==> config.mk <==
export PLATFORM = sky130hd
export DESIGN_NAME = pt_walker
export DESIGN_NICKNAME = d
export VERILOG_FILES = /design/src/rtl/pt_walk_pkg.sv /design/src/rtl/pt_walk_datapath.sv /design/src/rtl/pt_walk_control.sv /design/src/rtl/pt_walker.sv
export SDC_FILE = /design/constraint.sdc
export NUM_CORES = 1
export LEC_CHECK = 0
export BUFFER_PORTS_ARGS = -buffer_cell sky130_fd_sc_hd__buf_2
export CAP_MARGIN = 20
export CORE_ASPECT_RATIO = 2
export CORE_MARGIN = 2
export CORE_UTILIZATION = 40
export CTS_BUF_LIST = sky130_fd_sc_hd__clkbuf_16
export DETAILED_ROUTE_END_ITERATION = 6
export HOLD_SLACK_MARGIN = 0.15
export MAX_ROUTING_LAYER = met4
export SLEW_MARGIN = 30
export SYNTH_ARGS = -nofsm -noshare
export SYNTH_HDL_FRONTEND = slang
export SYNTH_SLANG_ARGS = --single-unit
==> constraint.sdc <==
create_clock -name clk -period 4.9 [get_ports clk]
set_input_delay 0.735 -clock clk [delete_from_list [all_inputs] [get_ports clk]]
set_output_delay 0.735 -clock clk [all_outputs]
set_load 0.1 [all_outputs]
==> src/rtl/pt_walk_pkg.sv <==
package pt_walk_pkg;

  localparam int PAGE_OFF_W    = 12;
  localparam int PTE_PPN_LSB   = 10;
  localparam int NARROW_IDX_W  = 10;
  localparam int WIDE_IDX_W    = 9;
  localparam int NARROW_VA_W   = 32;
  localparam int WIDE_VA_W     = 39;
  localparam int NARROW_PTE_SH = 2;
  localparam int WIDE_PTE_SH   = 3;

  localparam logic [1:0] MODE_BARE        = 2'd0;
  localparam logic [1:0] MODE_TWO_LEVEL   = 2'd1;
  localparam logic [1:0] MODE_THREE_LEVEL = 2'd2;

  localparam logic [1:0] ACC_FETCH = 2'd0;
  localparam logic [1:0] ACC_LOAD  = 2'd1;
  localparam logic [1:0] ACC_STORE = 2'd2;

  localparam logic [1:0] PRIV_USER    = 2'd0;
  localparam logic [1:0] PRIV_SUPER   = 2'd1;
  localparam logic [1:0] PRIV_MACHINE = 2'd3;

  localparam int BIT_V = 0;
  localparam int BIT_R = 1;
  localparam int BIT_W = 2;
  localparam int BIT_X = 3;
  localparam int BIT_U = 4;
  localparam int BIT_A = 6;
  localparam int BIT_D = 7;

  typedef struct packed {
    logic capture;
    logic latchPte;
    logic descend;
    logic finishPass;
    logic finishFault;
    logic finishOk;
  } walkCtrl_t;

  typedef struct packed {
    logic passThru;
    logic canonFault;
    logic pteInvalid;
    logic ptePointer;
    logic lastLevel;
    logic leafFault;
    logic needUpdate;
  } walkFlags_t;

endpackage

==> src/rtl/pt_walk_datapath.sv <==
module pt_walk_datapath
  import pt_walk_pkg::*;
#(
  parameter int VA_W  = 64,
  parameter int PA_W  = 56,
  parameter int PTE_W = 64
) (
  input  logic                       clk,
  input  logic                       rstN,
  input  walkCtrl_t                  ctrl,
  input  logic [VA_W-1:0]            reqVaddr,
  input  logic [1:0]                 reqAccess,
  input  logic [1:0]                 reqPriv,
  input  logic                       reqSupUser,
  input  logic                       reqExecRead,
  input  logic [1:0]                 walkMode,
  input  logic [PA_W-PAGE_OFF_W-1:0] rootPpn,
  input  logic [PTE_W-1:0]           memRdata,
  output walkFlags_t                 flags,
  output logic [PA_W-1:0]            memAddr,
  output logic [PTE_W-1:0]           memWdata,
  output logic                       rspFault,
  output logic [1:0]                 rspAccess,
  output logic [PA_W-1:0]            rspPaddr,
  output logic                       rspRead,
  output logic                       rspWrite,
  output logic                       rspExec
);

  localparam int PPN_W   = PA_W - PAGE_OFF_W;
  localparam int VPN_W   = VA_W - PAGE_OFF_W;
  localparam int HIGH_W  = VA_W - WIDE_VA_W + 1;
  localparam logic [NARROW_IDX_W-1:0] NARROW_MASK = '1;
  localparam logic [NARROW_IDX_W-1:0] WIDE_MASK   = NARROW_IDX_W'((1 << WIDE_IDX_W) - 1);
  localparam logic [VPN_W-1:0] NARROW_VPN_MASK    = VPN_W'((64'd1 << (NARROW_VA_W - PAGE_OFF_W)) - 1);
  localparam logic [PTE_W-1:0] NARROW_PTE_MASK    = PTE_W'(64'hFFFF_FFFF);

  logic [VA_W-1:0]  vaReg;
  logic [1:0]       accReg;
  logic [1:0]       privReg;
  logic             supUserReg;
  logic             execReadReg;
  logic [1:0]       modeReg;
  logic [PPN_W-1:0] baseReg;
  logic [1:0]       lvlReg;
  logic [PTE_W-1:0] pteReg;

  logic                    twoLevel;
  logic [VPN_W-1:0]        vpnAll;
  logic [4:0]              shiftAmt;
  logic [NARROW_IDX_W-1:0] curIdx;
  logic [PPN_W-1:0]        leafPpn;
  logic [PPN_W-1:0]        superMask;
  logic [PTE_W-1:0]        updatedPte;
  logic [HIGH_W-1:0]       highBits;
  logic                    bitR, bitW, bitX, bitU, bitD;
  logic                    reservedEnc, privFault, misaligned, accessFault;

  assign twoLevel = (modeReg == MODE_TWO_LEVEL);
  assign shiftAmt = 5'(lvlReg) * (twoLevel ? 5'(NARROW_IDX_W) : 5'(WIDE_IDX_W));

  always_comb begin
    vpnAll = vaReg[VA_W-1:PAGE_OFF_W];
    if (twoLevel) vpnAll = vpnAll & NARROW_VPN_MASK;
  end

  assign curIdx  = NARROW_IDX_W'(vpnAll >> shiftAmt) & (twoLevel ? NARROW_MASK : WIDE_MASK);
  assign memAddr = {baseReg, PAGE_OFF_W'(0)}
                 + (twoLevel ? (PA_W'(curIdx) << NARROW_PTE_SH) : (PA_W'(curIdx) << WIDE_PTE_SH));

  assign bitR = pteReg[BIT_R];
  assign bitW = pteReg[BIT_W];
  assign bitX = pteReg[BIT_X];
  assign bitU = pteReg[BIT_U];
  assign bitD = pteReg[BIT_D];

  assign leafPpn   = pteReg[PTE_PPN_LSB +: PPN_W];
  assign superMask = ~({PPN_W{1'b1}} << shiftAmt);

  assign reservedEnc = bitW && !bitR;
  assign privFault   = bitU ? ((privReg != PRIV_USER) && (!supUserReg || accReg == ACC_FETCH))
                            : (privReg != PRIV_SUPER);
  assign misaligned  = |(leafPpn & superMask);

  always_comb begin
    case (accReg)
      ACC_LOAD:  accessFault = !(bitR || (bitX && execReadReg));
      ACC_STORE: accessFault = !bitW;
      default:   accessFault = !bitX;
    endcase
  end

  always_comb begin
    updatedPte = pteReg;
    updatedPte[BIT_A] = 1'b1;
    if (accReg == ACC_STORE) updatedPte[BIT_D] = 1'b1;
  end

  assign memWdata = updatedPte;
  assign highBits = vaReg[VA_W-1:WIDE_VA_W-1];

  assign flags.passThru   = !((modeReg == MODE_TWO_LEVEL) || (modeReg == MODE_THREE_LEVEL))
                            || (privReg == PRIV_MACHINE);
  assign flags.canonFault = (modeReg == MODE_THREE_LEVEL) && !((&highBits) || !(|highBits));
  assign flags.pteInvalid = !pteReg[BIT_V];
  assign flags.ptePointer = !bitR && !bitW && !bitX;
  assign flags.lastLevel  = (lvlReg == 2'd0);
  assign flags.leafFault  = reservedEnc || privFault || misaligned || accessFault;
  assign flags.needUpdate = (updatedPte != pteReg);

  always_ff @(posedge clk) begin
    if (!rstN) begin
      vaReg       <= '0;
      accReg      <= ACC_FETCH;
      privReg     <= PRIV_USER;
      supUserReg  <= 1'b0;
      execReadReg <= 1'b0;
      modeReg     <= MODE_BARE;
      baseReg     <= '0;
      lvlReg      <= '0;
      pteReg      <= '0;
    end else begin
      if (ctrl.capture) begin
        vaReg       <= reqVaddr;
        accReg      <= reqAccess;
        privReg     <= reqPriv;
        supUserReg  <= reqSupUser;
        execReadReg <= reqExecRead;
        modeReg     <= walkMode;
        baseReg     <= rootPpn;
        lvlReg      <= (walkMode == MODE_TWO_LEVEL) ? 2'd1 : 2'd2;
      end
      if (ctrl.latchPte) pteReg <= twoLevel ? (memRdata & NARROW_PTE_MASK) : memRdata;
      if (ctrl.descend) begin
        baseReg <= leafPpn;
        lvlReg  <= lvlReg - 2'd1;
      end
    end
  end

  always_ff @(posedge clk) begin
    if (!rstN) begin
      rspFault <= 1'b0;
      rspPaddr <= '0;
      rspRead  <= 1'b0;
      rspWrite <= 1'b0;
      rspExec  <= 1'b0;
    end else if (ctrl.finishPass) begin
      rspFault <= 1'b0;
      rspPaddr <= vaReg[PA_W-1:0];
      rspRead  <= 1'b1;
      rspWrite <= 1'b1;
      rspExec  <= 1'b1;
    end else if (ctrl.finishFault) begin
      rspFault <= 1'b1;
      rspPaddr <= '0;
      rspRead  <= 1'b0;
      rspWrite <= 1'b0;
      rspExec  <= 1'b0;
    end else if (ctrl.finishOk) begin
      rspFault <= 1'b0;
      rspPaddr <= {leafPpn | (PPN_W'(vpnAll) & superMask), vaReg[PAGE_OFF_W-1:0]};
      rspRead  <= bitR || (bitX && execReadReg);
      rspWrite <= bitW && ((accReg == ACC_STORE) || bitD);
      rspExec  <= bitX;
    end
  end

  assign rspAccess = accReg;

endmodule

==> src/rtl/pt_walk_control.sv <==
module pt_walk_control
  import pt_walk_pkg::*;
(
  input  logic       clk,
  input  logic       rstN,
  input  logic       reqValid,
  input  logic       memReady,
  input  walkFlags_t flags,
  output walkCtrl_t  ctrl,
  output logic       reqReady,
  output logic       memReq,
  output logic       memWe,
  output logic       rspValid
);

  typedef enum logic [2:0] {
    ST_IDLE, ST_START, ST_READ, ST_CHECK, ST_WRITE, ST_DONE
  } walkState_e;

  walkState_e state, nextState;

  always_comb begin
    nextState = state;
    ctrl      = '0;
    case (state)
      ST_IDLE: begin
        if (reqValid) begin
          ctrl.capture = 1'b1;
          nextState    = ST_START;
        end
      end
      ST_START: begin
        if (flags.passThru) begin
          ctrl.finishPass = 1'b1;
          nextState       = ST_DONE;
        end else if (flags.canonFault) begin
          ctrl.finishFault = 1'b1;
          nextState        = ST_DONE;
        end else begin
          nextState = ST_READ;
        end
      end
      ST_READ: begin
        if (memReady) begin
          ctrl.latchPte = 1'b1;
          nextState     = ST_CHECK;
        end
      end
      ST_CHECK: begin
        if (flags.pteInvalid) begin
          ctrl.finishFault = 1'b1;
          nextState        = ST_DONE;
        end else if (flags.ptePointer) begin
          if (flags.lastLevel) begin
            ctrl.finishFault = 1'b1;
            nextState        = ST_DONE;
          end else begin
            ctrl.descend = 1'b1;
            nextState    = ST_READ;
          end
        end else if (flags.leafFault) begin
          ctrl.finishFault = 1'b1;
          nextState        = ST_DONE;
        end else if (flags.needUpdate) begin
          nextState = ST_WRITE;
        end else begin
          ctrl.finishOk = 1'b1;
          nextState     = ST_DONE;
        end
      end
      ST_WRITE: begin
        if (memReady) begin
          ctrl.finishOk = 1'b1;
          nextState     = ST_DONE;
        end
      end
      ST_DONE:  nextState = ST_IDLE;
      default:  nextState = ST_IDLE;
    endcase
  end

  always_ff @(posedge clk) begin
    if (!rstN) state <= ST_IDLE;
    else       state <= nextState;
  end

  assign reqReady = (state == ST_IDLE);
  assign memReq   = (state == ST_READ) || (state == ST_WRITE);
  assign memWe    = (state == ST_WRITE);
  assign rspValid = (state == ST_DONE);

endmodule

==> src/rtl/pt_walker.sv <==
module pt_walker
  import pt_walk_pkg::*;
#(
  parameter int VA_W  = 64,
  parameter int PA_W  = 56,
  parameter int PTE_W = 64
) (
  input  logic                       clk,
  input  logic                       rstN,
  input  logic                       reqValid,
  output logic                       reqReady,
  input  logic [VA_W-1:0]            reqVaddr,
  input  logic [1:0]                 reqAccess,
  input  logic [1:0]                 reqPriv,
  input  logic                       reqSupUser,
  input  logic                       reqExecRead,
  input  logic [1:0]                 walkMode,
  input  logic [PA_W-PAGE_OFF_W-1:0] rootPpn,
  output logic                       memReq,
  output logic                       memWe,
  output logic [PA_W-1:0]            memAddr,
  output logic [PTE_W-1:0]           memWdata,
  input  logic                       memReady,
  input  logic [PTE_W-1:0]           memRdata,
  output logic                       rspValid,
  output logic                       rspFault,
  output logic [1:0]                 rspAccess,
  output logic [PA_W-1:0]            rspPaddr,
  output logic                       rspRead,
  output logic                       rspWrite,
  output logic                       rspExec
);

  walkCtrl_t  ctrl;
  walkFlags_t flags;

  pt_walk_control u_control (
    .clk      (clk),
    .rstN     (rstN),
    .reqValid (reqValid),
    .memReady (memReady),
    .flags    (flags),
    .ctrl     (ctrl),
    .reqReady (reqReady),
    .memReq   (memReq),
    .memWe    (memWe),
    .rspValid (rspValid)
  );

  pt_walk_datapath #(.VA_W(VA_W), .PA_W(PA_W), .PTE_W(PTE_W)) u_datapath (
    .clk         (clk),
    .rstN        (rstN),
    .ctrl        (ctrl),
    .reqVaddr    (reqVaddr),
    .reqAccess   (reqAccess),
    .reqPriv     (reqPriv),
    .reqSupUser  (reqSupUser),
    .reqExecRead (reqExecRead),
    .walkMode    (walkMode),
    .rootPpn     (rootPpn),
    .memRdata    (memRdata),
    .flags       (flags),
    .memAddr     (memAddr),
    .memWdata    (memWdata),
    .rspFault    (rspFault),
    .rspAccess   (rspAccess),
    .rspPaddr    (rspPaddr),
    .rspRead     (rspRead),
    .rspWrite    (rspWrite),
    .rspExec     (rspExec)
  );

endmodule

# == After elaboration in Yosys (flattened, before gate mapping) ==
# Cells that the tools add are included.
# classes
add_sub_neg,2
n_mul,1
eq_ne,16
shifts,2
muxes,60
bitwise_logic,6
n_reduce_logical,37
# ops
cell,n
two-way mux 56 bit,3
bitwise AND 44 bit,2
two-way mux 44 bit,2
two-way mux 64 bit,1
adder 56 bit,1
two-way mux 52 bit,1
right shift 52 x 5 -> 10 bit,1
inverter 44 bit,1
bitwise OR 44 bit,1
OR reduction 44 bit,1
left shift 44 x 5 -> 44 bit (first input constant),1
two-way mux 1 bit,35
AND reduction 26 bit,1
OR reduction 26 bit,1
two-way mux 3 bit,8
one-hot mux 3 bit (5 select lines),1
two-way mux 13 bit,1
bitwise AND 10 bit,1
logical OR 1 bit,10
two-way mux 10 bit,1
logical NOT 1 bit,8
two-way mux 2 bit,4
logical AND 1 bit,7
== test 2 x 1 -> 1 bit (second input constant),3
other kinds (17),28
# word_totals
ff_bits,245
word_cells,139

# == Logic depth before layout (Yosys ltp) ==
# Gate-level depths: netlist (run 1).
# depth
ltp_word,16
depth_mapped,20
ltp_nobuf,13

# == By module ==
# A second synthesis (run 1) with hierarchy kept.
# hier_totals
hier_cells,1724
area_unflattened_um2,14491.4
# modules_own_cells
module,instances,cells_each,area_each_um2
pt_walk_datapath,1,1682,14193.6
pt_walk_control,1,42,297.8

# == Worst setup path after synthesis (run 1) ==
# No wires, ideal clock.
# synth_path
path_type,reg-to-output
startpoint,register u_datapath.modeReg[1]
endpoint,output memAddr[10]
arrival_ps,4664
setup_slack_ps,-499
path_stages_with_launch,14
cell_sequence,dfxtp_1 > inv_1 > ha_1 > buf_4 > inv_1 > clkbuf_1 > buf_1 > nor2_1 > ha_1 > clkbuf_1 > clkbuf_1 > o221ai_1 > o21ai_0 > o21ai_0
# synth_via
elab_chain_len,7
# synth_lines
element,line,text
"start, declared",pt_walk_datapath.sv:43,logic [1:0] modeReg;
"start signal, assigned",pt_walk_datapath.sv:129,modeReg <= walkMode;
== test 2 x 1 -> 1 bit *,pt_walk_datapath.sv:59,assign twoLevel = (modeReg == MODE_TWO_LEVEL);
two-way mux 2 bit,pt_walk_datapath.sv:60,assign shiftAmt = 5'(lvlReg) * (twoLevel ? 5'(NARROW_IDX_W) : 5'(WIDE_IDX_W));
multiplier 2 x 5 -> 5 bit,pt_walk_datapath.sv:60,
right shift 52 x 5 -> 10 bit,pt_walk_datapath.sv:67,assign curIdx = NARROW_IDX_W'(vpnAll >> shiftAmt) & (twoLevel ? NARROW_MASK : WIDE_MASK);
bitwise AND 10 bit,pt_walk_datapath.sv:67,
two-way mux 13 bit *,pt_walk_datapath.sv:69,+ (twoLevel ? (PA_W'(curIdx) << NARROW_PTE_SH) : (PA_W'(curIdx) << WIDE_PTE_SH));
adder 56 bit *,pt_walk_datapath.sv:69,
"end, declared",pt_walker.sv:21,"output logic [PA_W-1:0] memAddr,"
# Mark *: on every way between the ends. The rest lies on a longest branch, timed or not.

# == Final worst setup path (run 1) ==
# layout_path
startpoint,register u_datapath.modeReg[1]
endpoint,output memAddr[9]
# Same word-level chain as after synthesis.

==> summary.md, run 1 <==
| Metric | Value |
|---|---|
| WL final | about 47 mm |
| CTS buffer count | 23 |
| Highest-count cells in the layout ignoring fill and taps | 357 x nand2_1, 356 x buf_2, 244 x dfxtp_1 |
| Die area | 33200 µm² |
| Initial Utilization | 0.404 |
| Pwr Density | ~410 nW/µm² |
| Post-DP HPWL | between 30 and 40 mm |
| HP Class | primary input to register |
| Normalized max-slew margin | 0.172 |
| Post-synth top flop | dfxtp_1 |
| Max-cap viol count | 0 |
| Worst Path Required | around 4.2 ns |
| Cell mode on critical path | mux4_2 |
| Status | finished, final reports clean |
| Total global-route track usage | 0.279 |
| FFs w/ async S/R, synth | 0 |
| First-pass GRT wire length | roughly 70 mm |
| CP Max Fanout | 27 |
| Met3 usage | 0.0265 |
| DR WL/cell | between 20 and 25 µm |
| Final setup violating endpoints | 0 |
| Syn Inst Count | between 1500 and 2000 |
| Crit start category | register |
| Synth-to-Final Area Change | 20.2% |
| CP arrival | approximately 4 ns |
| Worst slack, placed | slightly below 0.9 ns |
| Hold_buf cts | 0 |
| Clk buf depth | 3 |
| RD Place Congestion | 0.967 |
| Die Height | 256 µm |
| H-tree depth | 1 |
| Via-per-instance ratio | 5.52 |
| Met1 Resource Use GR | 0.303 |
| Synth cell types | 67 |
| F_max | 0.216 GHz |
| Worst slew pin tran | between 1 and 1.5 ns |
| GRT busiest layer | met2 |
| Clk_lat worst skew | 0.54 ns |
| Fraction of layout cells with a size suffix above 1 | 0.261 |
| LEAKAGE | 6.63 nW |
| Antenna violations before repair | 10 |
| Delay of the slowest cell on the worst path | 0.87 ns |
| Grt total ovfl | 0 |
| Crit share post-route | 0.943 |
| FF+latch count, synth | around 250 |
| Post-route ant nets | 0 |
| Unrepaired setup endpoints after global routing | false |
| # IOs | 370 |
| Clk root buf | clkbuf_16 |
| Most common cell after layout, fill and taps aside | nand2_1 |
| Total Nets Final | between 2000 and 2500 |
| Buffers on Ports | roughly 370 |
| Clock slew at reported path FFs | 0.07 ns |
| Worst vdd ir | around 400 µV |
| Total number of vias | 12600 |
| Synth Warn # | 0 |
| CTS tree | built |
| Vias in the first global route | 12000 |
| Post-DP Area | about 14000 µm² |
| Pin count of the biggest net entering global routing | 82 |
| Worst hold slack | roughly 0.43 ns |
| Number of synthesized flops with an enable pin | 0 |
| # clock sinks | between 200 and 250 |
| Filler instances | between 3000 and 4000 |
| Row count | 92 |
| Met2 usage | 0.489 |
| First-pass DRT Iterations | 6 |
| DRT iter0 DRCs | 902 |
| Final Hold Fails | 0 |
| CP Capture Type | output pin |
| Clk_skew | ~0.024 ns |
| DRC violations left | 0 |
| Final worst setup slack | 0.280 ns |
| Cell chain of the critical path | inv_1, ha_1, mux2i_4, a21oi_1, mux4_2, mux4_2, mux2i_1, buf_12 |
| Post-CTS Setup Bufs | 0 |
| Pins Over Slew Limit | 0 |
| Total core area | 31400 µm² |
| Post-synthesis cell area | about 13000 µm² |
| Total Power | ~6.3 mW |
| Quantity of gates resized following cts | 0 |
| Syn_area_per_cell | 7.92 µm² |
| Sequential area share after synthesis | 0.387 |
| Fin crit period | 4.62 ns |
| Die W | about 130 µm |
| Design area | about 15000 µm² |
| CP Class | register to output pin |
| Slowest-stage cell, CP | mux2i_4 |
-- sequential cells by signal (all words and copies together) (netlist names) --
register	count
u_control.state	3
u_datapath.baseReg	44
u_datapath.execReadReg	1
u_datapath.lvlReg	2
u_datapath.modeReg	2
u_datapath.privReg	2
u_datapath.pteReg	64
u_datapath.rspAccess	2
u_datapath.rspExec	1
u_datapath.rspFault	1
u_datapath.rspPaddr	56
u_datapath.rspRead	1
u_datapath.rspWrite	1
u_datapath.supUserReg	1
u_datapath.vaReg	64
-- per-stage QoR --
stage               TNS [ns]  std cells  utilization
floorplan           -0.00535       1605            -
global placement           0       2237        0.460
detailed placement         0       2238        0.461
CTS                        0       2278        0.485
global route               0       2288        0.485
finish                     0       2288        0.485
-- kinds of logic after synthesis --
kind of cell             after synthesis  synth area share
adder cells (fa/ha/maj)               11            0.0109
XOR/XNOR                              44            0.0310
AO/OA/AOI/OAI                        427             0.208
AND/OR/NAND/NOR                      596             0.206
multiplexers                          66            0.0695
flip-flops                           245             0.387
buffers and inverters                211            0.0870
other                                  2          0.000592
-- worst max-delay path, delay by kind of cell (launching register included) --
kind / cells / cell delay (ns)
fa+ha+maj: 1 / 0.27
buf+inv: 2 / 0.28
compound gates: 1 / 0.23
mux: 4 / 2.22
flops: 1 / 0.33
-- layer usage --
layer / up-vias / part of all wire
li1: 6017 / -
met1: 5982 / 0.36
met2: 502 / 0.53
met3: 126 / 0.051
met4: 0 / 0.055
met5: - / 0
-- final timing paths --
kind	startpoint	to	slack [ns]	cells after the start
setup / recovery	u_datapath.modeReg[1]	memAddr[9]	0.28	8
hold / removal	reqVaddr[9]	u_datapath.vaReg[9]	0.43	3
setup reg to reg	u_datapath.modeReg[1]	u_datapath.rspPaddr[34]	1.13	16
hold reg to reg	u_datapath.rspPaddr[43]	u_datapath.rspPaddr[43]	0.45	2
-- layout make-up --
class / count / area [µm²] / area share
Tap cell: 423 / 529 / 0.0347
Multi-Input combinational cell: 1149 / 6740 / 0.442
Clock buffer: 23 / 576 / 0.0377
Inverter: 30 / 118 / 0.00771
Antenna cell: 10 / 25.0 / 0.00164
Sequential cell: 245 / 4910 / 0.322
Timing Repair Buffer: 391 / 2190 / 0.144
Clock inverter: 17 / 169 / 0.0111
-- cells in the mapped netlist (all sizes together) (4+ instances only) --
| master | number | area, µm² |
|---|---|---|
| nor3 | 23 | 115 |
| a22o | 10 | 87.6 |
| nand2 | 358 | 1340 |
| a211oi | 19 | 148 |
| a21oi | 229 | 1150 |
| dfxtp | 245 | 4900 |
| nor4 | 15 | 109 |
| clkbuf | 86 | 323 |
| xnor2 | 37 | 332 |
| a211o | 4 | 35.0 |
| and3 | 44 | 275 |
| nand2b | 7 | 43.8 |
| o21ai | 33 | 165 |
| mux2 | 7 | 78.8 |
| buf | 95 | 668 |
| o21a | 4 | 30.0 |
| nor2b | 13 | 81.3 |
| a22oi | 68 | 510 |
| mux2i | 43 | 443 |
| xor2 | 7 | 61.3 |
| mux4 | 16 | 360 |
| o211ai | 11 | 82.6 |
| ha | 11 | 138 |
| nor2 | 77 | 294 |
| a21o | 13 | 97.6 |
| nand4 | 15 | 93.8 |
| inv | 30 | 113 |
| nand3 | 27 | 135 |
| and2 | 5 | 31.3 |
| a222oi | 7 | 70.1 |
-- power by group --
group / leakage, nW / internal (mW) / switching (mW)
combinational: 4.26 / 0.593 / 1.57
sequential: 1.99 / 2.14 / 0.194
clock: 0.373 / 1.02 / 0.810
total: 6.63 / 3.75 / 2.57
Note: power is estimated with default switching activity, not from simulation.
==> inputs of run 2 (changes only) <==
--- a/config.mk
+++ b/config.mk
@@ -14,6 +14,7 @@
 export DETAILED_ROUTE_END_ITERATION = 6
 export HOLD_SLACK_MARGIN = 0.15
 export MAX_ROUTING_LAYER = met4
+export REMOVE_ABC_BUFFERS = 1
 export SLEW_MARGIN = 30
 export SYNTH_ARGS = -nofsm -noshare
 export SYNTH_HDL_FRONTEND = slang
==> summary.md, run 2 (synthesis results as in run 1) <==
| Metric | Value |
|---|---|
| Total global-route track usage | 0.287 |
| Die W | between 100 and 150 µm |
| Die area | between 30000 and 40000 µm² |
| Final setup violating endpoints | 0 |
| Worst Path Required | approximately 4.2 ns |
| Util after Layout | 0.484 |
| Worst slew pin tran | roughly 1.1 ns |
| CP Capture Type | output pin |
| Clk root buf | clkbuf_16 |
| Quantity of gates resized following cts | 0 |
| Grt total ovfl | 0 |
| Hold_buf cts | 0 |
| CP arrival | slightly below 4 ns |
| Most common cell after layout, fill and taps aside | nand2_1 |
| Fin crit period | approximately 4.7 ns |
| # IOs | 370 |
| Normalized max-slew margin | 0.250 |
| Buffers on Ports | between 300 and 400 |
| First-pass DRT Iterations | 7 |
| Antenna violations before repair | 6 |
| Worst vdd ir | between 300 and 400 µV |
| Fraction of layout cells with a size suffix above 1 | 0.255 |
| Worst hold slack | between 0.4 and 0.5 ns |
| DRT iter0 DRCs | about 720 |
| CTS tree | built |
| Clock slew at reported path FFs | ~0.070 ns |
| Pin count of the biggest net entering global routing | around 120 |
| DR WL/cell | 20.9 µm |
| Pwr Density | between 400 and 500 nW/µm² |
| CP Max Fanout | 20 |
| HP Class | primary input to register |
| Post-DP HPWL | ~35 mm |
| Crit start category | register |
| Final Hold Fails | 0 |
| Clk_lat worst skew | approximately 0.55 ns |
| CP Class | register to output pin |
| Crit share post-route | 0.955 |
| Final worst setup slack | between 0.2 and 0.25 ns |
| CTS buffer count | 24 |
| Total number of vias | roughly 13000 |
| Total core area | 31400 µm² |
| First-pass GRT wire length | around 72 mm |
| # clock sinks | ~250 |
| Unrepaired setup endpoints after global routing | false |
| Row count | 92 |
| H-tree depth | 1 |
| Largest regs | u_datapath.pteReg x64, u_datapath.vaReg x64, u_datapath.rspPaddr x56 |
| Clk buf depth | 3 |
| Clk_skew | roughly 0.017 ns |
| Post-CTS Setup Bufs | 0 |
| WL final | ~48 mm |
| Die Height | about 260 µm |
| Synth-to-Final Area Change | 19.8% |
| Status | finished, final reports clean |
| Vias in the first global route | 12200 |
| Highest-count cells in the layout ignoring fill and taps | 357 x nand2_1, 356 x buf_2, 244 x dfxtp_1 |
| Post-route ant nets | 0 |
| Initial Utilization | 0.404 |
| Via-per-instance ratio | between 5 and 6 |
| LEAKAGE | about 6.6 nW |
| Pins Over Slew Limit | 0 |
| DRC violations left | 0 |
| RD Place Congestion | 0.931 |
| Total Nets Final | 2033 |
| Max-cap viol count | 0 |
| F_max | between 0.2 and 0.25 GHz |
| Worst slack, placed | 0.760 ns |
## run 2: power breakdown
group,switching [mW],total [mW],internal [mW]
combinational,1.61,2.20,0.586
clock,0.824,1.77,0.948
sequential,0.174,2.31,2.14
total,2.61,6.28,3.67
## run 2: final cells by class
type	instances	area (µm²)
diodes	6	15.0
clock buffers	24	601
clock inverters	20	130
fillers	3225	16200
inverters	30	118
multi-input cells	1149	6740
flip-flops and latches	245	4910
well taps	423	529
repair buffers	388	2160
## run 2: worst paths after layout
kind,cells after the start,start,slack [ns],end
min,3,memRdata[25],0.42,u_datapath.pteReg[25]
max reg2reg,16,u_datapath.modeReg[1],0.80,u_datapath.rspPaddr[19]
min reg2reg,2,u_datapath.rspPaddr[43],0.44,u_datapath.rspPaddr[43]
max,12,u_datapath.modeReg[1],0.22,memAddr[10]
## run 2: per-stage QoR
step	total power [mW]	cells	setup TNS [ns]	instance area, µm²
floorplan	3.87	1424	-121.16	11700
global placement	4.54	2235	0	14400
detailed placement	4.55	2235	0	14500
CTS	6.33	2279	0	15200
global route	6.55	2285	0	15200
finish	6.28	2285	0	15200
## run 2: critical path, stage by stage (launching register included)
cell	delay, ns
dfxtp_1	0.33
inv_1	0.06
ha_1	0.39
mux2i_4	0.65
buf_4	0.39
mux4_2	0.35
mux2i_1	0.36
nand2_1	0.11
a21oi_1	0.16
a21oi_1	0.08
nand2_1	0.09
o21ai_0	0.18
buf_12	0.23
## run 2: metal layers
layer,vias to the layer above,track usage,wire length [µm]
met5,-,-,0
met4,0,0.136,2440
met3,111,0.0295,2310
met2,442,0.514,25700
met1,6016,0.311,17300
li1,6014,-,-
